File: src/rtl/shared_mem_pkg.sv
package shared_mem_pkg;

  typedef enum logic [1:0] {
    ST_IDLE   = 2'd0,
    ST_GAP    = 2'd1,
    ST_ACCESS = 2'd2
  } ctrlState_t;

  // strobes handed from the sequencer to the pin datapath
  typedef struct packed {
    logic load;      // latch the incoming request
    logic selSram;   // SRAM select window
    logic selFlash;  // flash select window
    logic oeEn;      // output enable (reads only)
    logic weEn;      // write pulse window
    logic driveEn;   // drive the shared data bus
    logic capture;   // sample read data
  } memStrobes_t;

  function automatic int ceilDiv(input int num, input int den);
    return (num + den - 1) / den;
  endfunction

endpackage

File: src/rtl/mem_ctrl_fsm.sv
module mem_ctrl_fsm
  import shared_mem_pkg::*;
#(
  parameter int CLK_PERIOD_PS  = 4000,
  parameter int SRAM_CYCLE_PS  = 25000,
  parameter int SRAM_WP_PS     = 20000,
  parameter int FLASH_CYCLE_PS = 70000,
  parameter int FLASH_WP_PS    = 45000,
  parameter int SWITCH_GAP_CYC = 1
) (
  input  logic        clk,
  input  logic        rstN,
  input  logic        reqValid,
  input  logic        reqWrite,
  input  logic        reqFlash,
  output logic        reqReady,
  output memStrobes_t strobes,
  output logic        rspDone
);

  localparam int SRAM_RD_CYC  = ceilDiv(SRAM_CYCLE_PS, CLK_PERIOD_PS);
  localparam int SRAM_WP_CYC  = ceilDiv(SRAM_WP_PS, CLK_PERIOD_PS);
  localparam int SRAM_WR_CYC  = (SRAM_RD_CYC > SRAM_WP_CYC + 2) ? SRAM_RD_CYC : SRAM_WP_CYC + 2;
  localparam int FLASH_RD_CYC = ceilDiv(FLASH_CYCLE_PS, CLK_PERIOD_PS);
  localparam int FLASH_WP_CYC = ceilDiv(FLASH_WP_PS, CLK_PERIOD_PS);
  localparam int FLASH_WR_CYC = (FLASH_RD_CYC > FLASH_WP_CYC + 2) ? FLASH_RD_CYC : FLASH_WP_CYC + 2;
  localparam int MAX_A        = (SRAM_WR_CYC > FLASH_WR_CYC) ? SRAM_WR_CYC : FLASH_WR_CYC;
  localparam int MAX_CYC      = (MAX_A > SWITCH_GAP_CYC) ? MAX_A : SWITCH_GAP_CYC;
  localparam int CNT_W        = $clog2(MAX_CYC + 1);
  localparam int GAP_LAST     = (SWITCH_GAP_CYC > 0) ? SWITCH_GAP_CYC - 1 : 0;

  ctrlState_t       state;
  logic [CNT_W-1:0] cnt;
  logic [CNT_W-1:0] lastCnt;
  logic [CNT_W-1:0] wpEnd;
  logic             curWrite, curFlash;
  logic             lastFlash, haveLast;
  logic             doneQ;
  logic             accEnd;

  always_comb begin
    unique case ({curFlash, curWrite})
      2'b00:   lastCnt = CNT_W'(SRAM_RD_CYC - 1);
      2'b01:   lastCnt = CNT_W'(SRAM_WR_CYC - 1);
      2'b10:   lastCnt = CNT_W'(FLASH_RD_CYC - 1);
      default: lastCnt = CNT_W'(FLASH_WR_CYC - 1);
    endcase
    wpEnd = curFlash ? CNT_W'(FLASH_WP_CYC) : CNT_W'(SRAM_WP_CYC);
  end

  assign accEnd = (state == ST_ACCESS) && (cnt == lastCnt);

  always_ff @(posedge clk) begin
    if (!rstN) begin
      state     <= ST_IDLE;
      cnt       <= '0;
      curWrite  <= 1'b0;
      curFlash  <= 1'b0;
      lastFlash <= 1'b0;
      haveLast  <= 1'b0;
      doneQ     <= 1'b0;
    end else begin
      doneQ <= accEnd;
      unique case (state)
        ST_IDLE: begin
          if (reqValid) begin
            curWrite <= reqWrite;
            curFlash <= reqFlash;
            cnt      <= '0;
            if (haveLast && (reqFlash != lastFlash) && (SWITCH_GAP_CYC > 0))
              state <= ST_GAP;
            else
              state <= ST_ACCESS;
          end
        end
        ST_GAP: begin
          if (cnt == CNT_W'(GAP_LAST)) begin
            cnt   <= '0;
            state <= ST_ACCESS;
          end else begin
            cnt <= cnt + 1'b1;
          end
        end
        default: begin
          if (accEnd) begin
            state     <= ST_IDLE;
            lastFlash <= curFlash;
            haveLast  <= 1'b1;
          end else begin
            cnt <= cnt + 1'b1;
          end
        end
      endcase
    end
  end

  always_comb begin
    strobes          = '0;
    strobes.load     = (state == ST_IDLE) && reqValid;
    strobes.selSram  = (state == ST_ACCESS) && !curFlash;
    strobes.selFlash = (state == ST_ACCESS) && curFlash;
    strobes.oeEn     = (state == ST_ACCESS) && !curWrite;
    strobes.driveEn  = (state == ST_ACCESS) && curWrite;
    strobes.weEn     = (state == ST_ACCESS) && curWrite &&
                       (cnt >= CNT_W'(1)) && (cnt <= wpEnd);
    strobes.capture  = accEnd && !curWrite;
  end

  assign reqReady = (state == ST_IDLE);
  assign rspDone  = doneQ;

endmodule

File: src/rtl/mem_ctrl_datapath.sv
module mem_ctrl_datapath
  import shared_mem_pkg::*;
#(
  parameter int ADDR_W = 19,
  parameter int DATA_W = 32,
  parameter int LANES  = 4
) (
  input  logic              clk,
  input  logic              rstN,
  input  memStrobes_t       strobes,
  input  logic [ADDR_W-1:0] reqAddr,
  input  logic [DATA_W-1:0] reqWdata,
  input  logic [LANES-1:0]  reqMask,
  output logic [DATA_W-1:0] rspData,
  output logic [ADDR_W-1:0] memAddr,
  output logic [DATA_W-1:0] memDataOut,
  output logic              memDataOe,
  input  logic [DATA_W-1:0] memDataIn,
  output logic              sramCsN,
  output logic              flashCsN,
  output logic              oeN,
  output logic [LANES-1:0]  sramWeN,
  output logic [LANES-1:0]  flashWeN
);

  logic [ADDR_W-1:0] addrQ;
  logic [DATA_W-1:0] dataQ;
  logic [DATA_W-1:0] rspQ;
  logic [LANES-1:0]  maskQ;

  always_ff @(posedge clk) begin
    if (!rstN) begin
      addrQ <= '0;
      dataQ <= '0;
      maskQ <= '0;
      rspQ  <= '0;
    end else begin
      if (strobes.load) begin
        addrQ <= reqAddr;
        dataQ <= reqWdata;
        maskQ <= reqMask;
      end
      if (strobes.capture)
        rspQ <= memDataIn;
    end
  end

  genvar lane;
  generate
    for (lane = 0; lane < LANES; lane++) begin : g_lane
      assign sramWeN[lane]  = !(strobes.weEn && strobes.selSram  && maskQ[lane]);
      assign flashWeN[lane] = !(strobes.weEn && strobes.selFlash && maskQ[lane]);
    end
  endgenerate

  assign sramCsN    = !strobes.selSram;
  assign flashCsN   = !strobes.selFlash;
  assign oeN        = !strobes.oeEn;
  assign memDataOe  = strobes.driveEn;
  assign memDataOut = dataQ;
  assign memAddr    = addrQ;
  assign rspData    = rspQ;

endmodule

File: src/rtl/shared_mem_ctrl.sv
module shared_mem_ctrl
  import shared_mem_pkg::*;
#(
  parameter int ADDR_W         = 19,
  parameter int DATA_W         = 32,
  parameter int CLK_PERIOD_PS  = 4000,
  parameter int SRAM_CYCLE_PS  = 25000,
  parameter int SRAM_WP_PS     = 20000,
  parameter int FLASH_CYCLE_PS = 70000,
  parameter int FLASH_WP_PS    = 45000,
  parameter int SWITCH_GAP_CYC = 1,
  localparam int LANES         = DATA_W / 8
) (
  input  logic              clk,
  input  logic              rstN,
  input  logic              reqValid,
  output logic              reqReady,
  input  logic              reqWrite,
  input  logic              reqFlash,
  input  logic [ADDR_W-1:0] reqAddr,
  input  logic [DATA_W-1:0] reqWdata,
  input  logic [LANES-1:0]  reqMask,
  output logic              rspDone,
  output logic [DATA_W-1:0] rspData,
  output logic [ADDR_W-1:0] memAddr,
  output logic [DATA_W-1:0] memDataOut,
  output logic              memDataOe,
  input  logic [DATA_W-1:0] memDataIn,
  output logic              sramCsN,
  output logic              flashCsN,
  output logic              oeN,
  output logic [LANES-1:0]  sramWeN,
  output logic [LANES-1:0]  flashWeN
);

  memStrobes_t strobes;

  mem_ctrl_fsm #(
    .CLK_PERIOD_PS (CLK_PERIOD_PS),
    .SRAM_CYCLE_PS (SRAM_CYCLE_PS),
    .SRAM_WP_PS    (SRAM_WP_PS),
    .FLASH_CYCLE_PS(FLASH_CYCLE_PS),
    .FLASH_WP_PS   (FLASH_WP_PS),
    .SWITCH_GAP_CYC(SWITCH_GAP_CYC)
  ) u_fsm (
    .clk     (clk),
    .rstN    (rstN),
    .reqValid(reqValid),
    .reqWrite(reqWrite),
    .reqFlash(reqFlash),
    .reqReady(reqReady),
    .strobes (strobes),
    .rspDone (rspDone)
  );

  mem_ctrl_datapath #(
    .ADDR_W(ADDR_W),
    .DATA_W(DATA_W),
    .LANES (LANES)
  ) u_dp (
    .clk       (clk),
    .rstN      (rstN),
    .strobes   (strobes),
    .reqAddr   (reqAddr),
    .reqWdata  (reqWdata),
    .reqMask   (reqMask),
    .rspData   (rspData),
    .memAddr   (memAddr),
    .memDataOut(memDataOut),
    .memDataOe (memDataOe),
    .memDataIn (memDataIn),
    .sramCsN   (sramCsN),
    .flashCsN  (flashCsN),
    .oeN       (oeN),
    .sramWeN   (sramWeN),
    .flashWeN  (flashWeN)
  );

endmodule

File: config.mk
export PLATFORM = sky130hd
export DESIGN_NAME = shared_mem_ctrl
export DESIGN_NICKNAME = d
export VERILOG_FILES = /design/src/rtl/shared_mem_pkg.sv /design/src/rtl/mem_ctrl_fsm.sv /design/src/rtl/mem_ctrl_datapath.sv /design/src/rtl/shared_mem_ctrl.sv
export SDC_FILE = /design/constraint.sdc
export NUM_CORES = 1
export LEC_CHECK = 0
export ABC_CLOCK_PERIOD_IN_PS = 2300
export BUFFER_PORTS_ARGS = -buffer_cell sky130_fd_sc_hd__buf_4
export CAP_MARGIN = 5
export CORE_ASPECT_RATIO = 0.8
export CORE_MARGIN = 5
export CORE_UTILIZATION = 45
export DETAILED_ROUTE_END_ITERATION = 10
export PLACE_DENSITY = 0.78
export SLEW_MARGIN = 15
export SYNTH_ARGS = -nofsm -noshare
export SYNTH_HDL_FRONTEND = slang
export SYNTH_SLANG_ARGS = --single-unit
export TNS_END_PERCENT = 10
File: constraint.sdc
create_clock -name clk -period 2.3 [get_ports clk]
set_input_delay 0.345 -clock clk [delete_from_list [all_inputs] [get_ports clk]]
set_output_delay 0.345 -clock clk [all_outputs]
set_load 0.01 [all_outputs]
==> results of run 1 <==
[where the power goes]
part / total, W / switching (W) / internal [W]
sequential: 0.00182 / 0.0000376 / 0.00178
clock: 0.00148 / 0.000608 / 0.000867
combinational: 0.000492 / 0.000224 / 0.000268
total: 0.00378 / 0.000870 / 0.00291
[sequential cells by signal, summed over array words and instances (netlist names)]
name and cells:
u_dp.maskQ 4, u_dp.memAddr 19, u_dp.memDataOut 32, u_dp.rspData 32
u_fsm.cnt 5, u_fsm.curFlash 1, u_fsm.curWrite 1, u_fsm.haveLast 1
u_fsm.lastFlash 1, u_fsm.rspDone 1, u_fsm.state 2
[worst max-delay path, stage by stage, from the launching register on]
cell and delay (ps):
dfxtp_4 340, buf_6 120, or4_4 460, o211ai_1 240
buf_4 190, a2111oi_4 40, nand2_1 110, buf_6 110
[through the flow]
stage,total power (W),area [µm²],std cells
2_1_floorplan,0.00206,4060,440
3_3_place_gp,0.00231,5540,721
4_1_cts,0.00383,5950,740
6_report,0.00378,5960,740
3_5_place_dp,0.00233,5540,721
5_1_grt,0.00396,5960,740
[what timing repair did]
action,in CTS,in global routing
hold endpoints to repair,0,0
setup endpoints to repair,8,8
setup buffers,4,0
gates resized for setup,18,5
hold buffers,0,0
pin swaps,3,7
[synth_stat cells (all sizes together), types with 2 or more instances]
library cell  count
and4bb            2
and2              3
buf              11
o211ai            3
mux2i            33
nor2              5
o21ai             5
nand3             3
a2111oi           2
a21boi           58
ha                5
a21oi             3
nor2b            36
nand2           129
clkbuf           18
o32ai             3
inv               5
a21o              2
dfxtp            99
[placed cells by master, fill, tap and decap left out, types with 2 or more instances in the layout]
| cell | instances |
|---|---|
| a2111oi_4 | 2 |
| a21boi_0 | 58 |
| a21oi_1 | 3 |
| and2_1 | 2 |
| buf_12 | 2 |
| buf_4 | 193 |
| buf_6 | 4 |
| clkbuf_16 | 9 |
| dfxtp_1 | 94 |
| dfxtp_2 | 4 |
| ha_1 | 3 |
| ha_4 | 2 |
| inv_1 | 2 |
| inv_2 | 2 |
| mux2i_1 | 33 |
| nand2_1 | 128 |
| nand3_1 | 3 |
| nor2_1 | 5 |
| nor2b_1 | 36 |
| o211ai_1 | 3 |
| o21ai_0 | 4 |
| o32ai_1 | 3 |
[layer usage]
metal | vias to the layer above | share of wire [%]
met5 | - | 0
met2 | 122 | 50
met3 | 28 | 7.9
met4 | 0 | 2.9
li1 | 1815 | -
met1 | 1658 | 39
[cells by family after synthesis]
family,Yosys count,share of synthesized area [%]
adders and majority gates,5,1.54
DFF,99,48.8
AOI/OAI and AO/OA,82,15.8
buffers and inverters,34,4.37
and+or+nand+nor,186,21.1
muxes,33,8.13
xor gates and xnor gates,1,0.216
[worst max path at each step]
stage / slack [ps] / to / from / cells past startpoint
after CTS: 3 / sramWeN[1] / u_fsm.curFlash$_SDFFE_PN0P_ / 7
after global placement: 200 / sramWeN[0] / u_fsm.cnt[0]$_SDFFE_PN0P_ / 7
after detailed placement: 70 / sramWeN[1] / u_fsm.cnt[0]$_SDFFE_PN0P_ / 7
after global routing: -100 / flashWeN[2] / u_fsm.cnt[0]$_SDFFE_PN0P_ / 7
after floorplan: 280 / flashWeN[0] / u_fsm.curFlash$_SDFFE_PN0P_ / 7
final: 10 / flashWeN[2] / u_fsm.cnt[0]$_SDFFE_PN0P_ / 7
[cell type report]
class                      count  area (µm²)
fill                         745        2960
clock inverter                 4        51.3
multi-input combinational    307        1970
clock buffer                  11         243
inverter                       5        21.3
sequential                    99        1990
timing repair buffer         199        1530
tap                          115         144
==> qor.yml, run 1 <==
setup_path:
  arrival_ps: 1940
  reg2reg_to: "u_dp.rspData[2]$_SDFFE_PN0P_"
  rrSetupSlack_ps: 330
  end_kind: "primary output"
  startpoint_type: "flip-flop"
  cp.required_ps: 1960
  crit-reg2reg-launch: "u_fsm.cnt[4]$_SDFFE_PN0P_"
  rr_worst_depth: 5
  cp_max_fo: 6
  critical_path_class: "reg -> out"
floorplan:
  io_pins: 189
  start_util_pct: 45.5
  die_w_um: 116
  rows: 31
  core_area_mm2: 0.00892
  die_area_mm2: 0.0110
  die_y_um: 95.0
routing:
  num_vias: 3623
  wl_per_cell_um: 14.5
  wl_mm: 10.7
  first_pass_iters: 4
  viasPerCell: 4.90
  drc: 0
  drtIter0Drc: 149
  ant_nets: 0
global_routing:
  grt.met1_usage_pct: 22.9
  grt_pass1_vias: 3708
  grt.overflow.total: 0
  grt_pass1_wl_mm: 17.6
  grt_antenna_before_repair: 0
  use_met3_pct: 6.85
  grt_max_degree: 50
  met2_usage_pct: 34.0
  gr-max-usage-layer: "met2"
  grtUsageTotal_pct: 19.9
sta:
  worst_slew_pin_slew_ps: 598
  period_needed_ps: 2290
  fin_setup_tns_ps: 0
  hold_viol: 0
  finalSetupViolations: 0
  hold_ws_ps: 265
  maxSlewViolCount: 0
  clock_skew_ps: 4.52
  relSlewSlack_pct: 59.8
  fmaxAchievable_mhz: 437
  setup_slack_ps: 10.3
  period_share_pct: 99.6
  rsz0062_at_grt: "yes"
place:
  gp_congestion: 0.829
  dp_hpwl_mm: 7.85
  dp_slack_ps: 73.9
  port_buffers: 188
clocking:
  cts-root-buf: "clkbuf_16"
  htree_num_levels: 3
  cts.clk_slew.worst_paths_ps: 60
  clock_path_buffers: 2
  worstSkewPairLatency_ps: 330
  cts.sinks: 99
  cts_tree: "yes"
  cts_buffers: 9
logic_synthesis:
  avgSynthCellArea_um2: 9.23
  synth-edff-count: 0
  synth_cell_type_count: 38
  yosys.area.top_type: "dfxtp_1"
  ys_ff_latch: 99
  async_flop_share_pct: 0
  synth_warnings: 0
  synth_area_leaders: "dfxtp_1, nand2_1, a21boi_0"
  syn_nets: 537
  synth_area_mm2: 0.00406
  synth_top_area_share_pct: 48.8
  synthFlopType: "dfxtp_1"
  synth_seq_area_share_pct: 48.8
  synthCells: 440
final_layout:
  diodes: 0
  drive_gt1_share_pct: 37.8
  fin_util_pct: 66.8
  area_growth_syn_to_layout_pct: 46.7
  nets: 718
power_and_ir_drop:
  powerDensity_mw_per_mm2: 635
  vdd_drop_max_mv: 0.476
  p_leak_nw: 2.77
hold_path:
  hold_end: "u_dp.memAddr[9]$_SDFFE_PN0P_"
  hp-class: "in -> reg"
  hold_path_startpoint: "reqAddr[9]"
  holdPathStages: 3
status:
  outcome: "finished, final reports clean"
job:
  cap_violations: 0
Note: power is estimated with default switching activity, not from simulation.
==> run 2: changes to the inputs <==
Settings changed: ABC_AREA set to 1, PLACE_DENSITY 0.78 to 0.79.
==> qor.yml, run 2 <==
power_and_ir_drop:
  switching_power_w: 0.000960
  internal-power_w: 0.00277
  combinationalPowerShare_pct: 16.7
  powerDensity_mw_per_mm2: 675
  power_w: 0.00373
  vdd_drop_max_mv: 0.432
  switching_share_pct: 25.8
  pwr-share-seq_pct: 50.4
  p_clk_share_pct: 32.9
  p_leak_nw: 2.61
job:
  cap_violations: 0
floorplan:
  die_y_um: 92.5
  io_pins: 189
  die_w_um: 113
  rows: 30
  start_util_pct: 45.7
  die_area_mm2: 0.0105
  core_area_mm2: 0.00837
place:
  gp_congestion: 0.865
  placedCellCount: 783
  port_buffers: 188
  dp_hpwl_mm: 8.18
global_routing:
  grtUsageTotal_pct: 20.4
  grt_pass1_vias: 3707
  grt_max_degree: 63
  grt_antenna_before_repair: 0
  grt_pass1_wl_mm: 17.6
  grt.overflow.total: 0
clocking:
  cts.clk_slew.worst_paths_ps: 100
  cts-root-buf: "clkbuf_8"
  worstSkewPairLatency_ps: 350
  cts_tree: "yes"
  htree_num_levels: 3
  cts_buffers: 9
  cts.sinks: 99
  clock_path_buffers: 2
  postCtsSetupBuffers: 0
sta:
  maxSlewViolCount: 0
  finalSetupViolations: 0
  worst_slew_pin_slew_ps: 541
  period_share_pct: 94.8
  clock_skew_ps: 14.9
  hold_viol: 0
  fmaxAchievable_mhz: 459
  relSlewSlack_pct: 63.9
  period_needed_ps: 2180
  fin_setup_tns_ps: 0
setup_path:
  arrival_ps: 1840
  end_kind: "primary output"
  cp_max_fo: 8
  cp.required_ps: 1960
  startpoint_type: "flip-flop"
  critical_path_class: "reg -> out"
final_layout:
  fillers: 736
  nets: 779
  fin_cells: 799
  area_growth_syn_to_layout_pct: 44.4
  fin_util_pct: 66.0
  layout_commonest_cell: "buf_4"
  final_cell_mix: "buf_4, nor2_1, dfxtp_1, o21ai_0, nand2_1"
  drive_gt1_share_pct: 33.0
  diodes: 0
logic_synthesis:
  synth_warnings: 0
  synth_area_mm2: 0.00383
  syn_nets: 602
  synthCells: 505
  synth-edff-count: 0
  synth_seq_area_share_pct: 51.8
  yosysMostFrequentCell: "nor2_1"
  async_flop_share_pct: 0
  avgSynthCellArea_um2: 7.58
  yosys.area.top_type: "dfxtp_1"
  synth_cell_type_count: 24
  synth_common_cells: "nor2_1, dfxtp_1, o21ai_0"
  ys_ff_latch: 99
  synth_top_area_share_pct: 51.8
  synthFlopType: "dfxtp_1"
  synth_area_leaders: "dfxtp_1, nor2_1, o21ai_0"
routing:
  ant_nets: 0
  drc: 0
  num_vias: 3922
  first_pass_iters: 5
  wl_per_cell_um: 13.9
  drtIter0Drc: 218
  wl_mm: 11.1
  viasPerCell: 4.91
hold_path:
  hp-class: "in -> reg"
status:
  outcome: "finished, final reports clean"
-- run 2: power by group through the flow --
stage,Clock (W),Combinational (W),Sequential [W]
3_3_place_gp,0,0.000608,0.00191
5_1_grt,0.00135,0.000692,0.00189
3_5_place_dp,0,0.000621,0.00191
6_report,0.00123,0.000621,0.00188
4_1_cts,0.00127,0.000623,0.00188
2_1_floorplan,0,0.000259,0.00195
-- run 2: metrics by stage --
stage | cell area (µm²) | setup slack, ps | hold slack (ps)
after floorplan | 3830 | 615 | 426
after global placement | 5290 | 425 | 441
after detailed placement | 5290 | 355 | 445
after CTS | 5510 | 33.1 | 193
after global routing | 5520 | -41.2 | 187
final | 5520 | 120 | 212
-- run 2: kinds of logic (layout without fill, tap and decap cells) --
| logic type | count (synthesis) | count (layout) | synth area share (%) |
|---|---|---|---|
| xor gates and xnor gates | 1 | 1 | 0.229 |
| buffers and inverters | 52 | 234 | 6.31 |
| adders and majority gates | 5 | 5 | 1.64 |
| and+or+nand+nor | 241 | 241 | 26.0 |
| DFF | 99 | 99 | 51.8 |
| AOI/OAI and AO/OA | 107 | 107 | 14.0 |
-- run 2: worst paths after layout --
| kind | startpoint | end | slack (ps) | cells past startpoint |
|---|---|---|---|---|
| worst max-delay path | u_fsm.curFlash$_SDFFE_PN0P_ | sramWeN[1] | 120 | 9 |
| worst min register to register | u_fsm.haveLast$_SDFFE_PN0P_ | u_fsm.haveLast$_SDFFE_PN0P_ | 470 | 2 |
| worst min-delay path | reqAddr[9] | u_dp.memAddr[9]$_SDFFE_PN0P_ | 210 | 3 |
| worst max register to register | u_fsm.cnt[0]$_SDFFE_PN0P_ | u_dp.rspData[25]$_SDFFE_PN0P_ | 390 | 9 |
-- run 2: metal layers --
metal / vias to the layer above / routed length (µm) / part of all wire [%] / global-route usage, %
li1: 1972 / - / - / -
met1: 1768 / 4620 / 42 / 25.0
met4: 0 / 157 / 1.4 / 5.61
met3: 12 / 1350 / 12 / 9.21
met5: - / 0 / 0 / 0
met2: 170 / 5000 / 45 / 32.4
-- run 2: layout make-up --
| cell class | instances | area, µm² | area share [%] |
|---|---|---|---|
| inverter | 24 | 91.3 | 1.65 |
| clock buffer | 11 | 141 | 2.56 |
| multi-input combinational | 354 | 1610 | 29.2 |
| timing repair buffer | 194 | 1470 | 26.6 |
| clock inverter | 5 | 85.1 | 1.54 |
| sequential | 99 | 1990 | 35.9 |
| tap | 112 | 140 | 2.54 |
-- run 2: repair_timing --
item                                    4_1_cts  5_1_grt
resized for setup                             2        6
endpoints found under the setup margin        8        8
pin swaps                                     0        3
hold buffers                                  0        0
-- run 2: worst max-delay path: stages, from the launching register on --
cell and delay, ps:
dfxtp_4 380, inv_2 50, ha_1 290, inv_2 70, o21ai_0 80, nor2_1 130
o21ai_2 70, nand2_2 140, nand4_1 120, buf_4 170
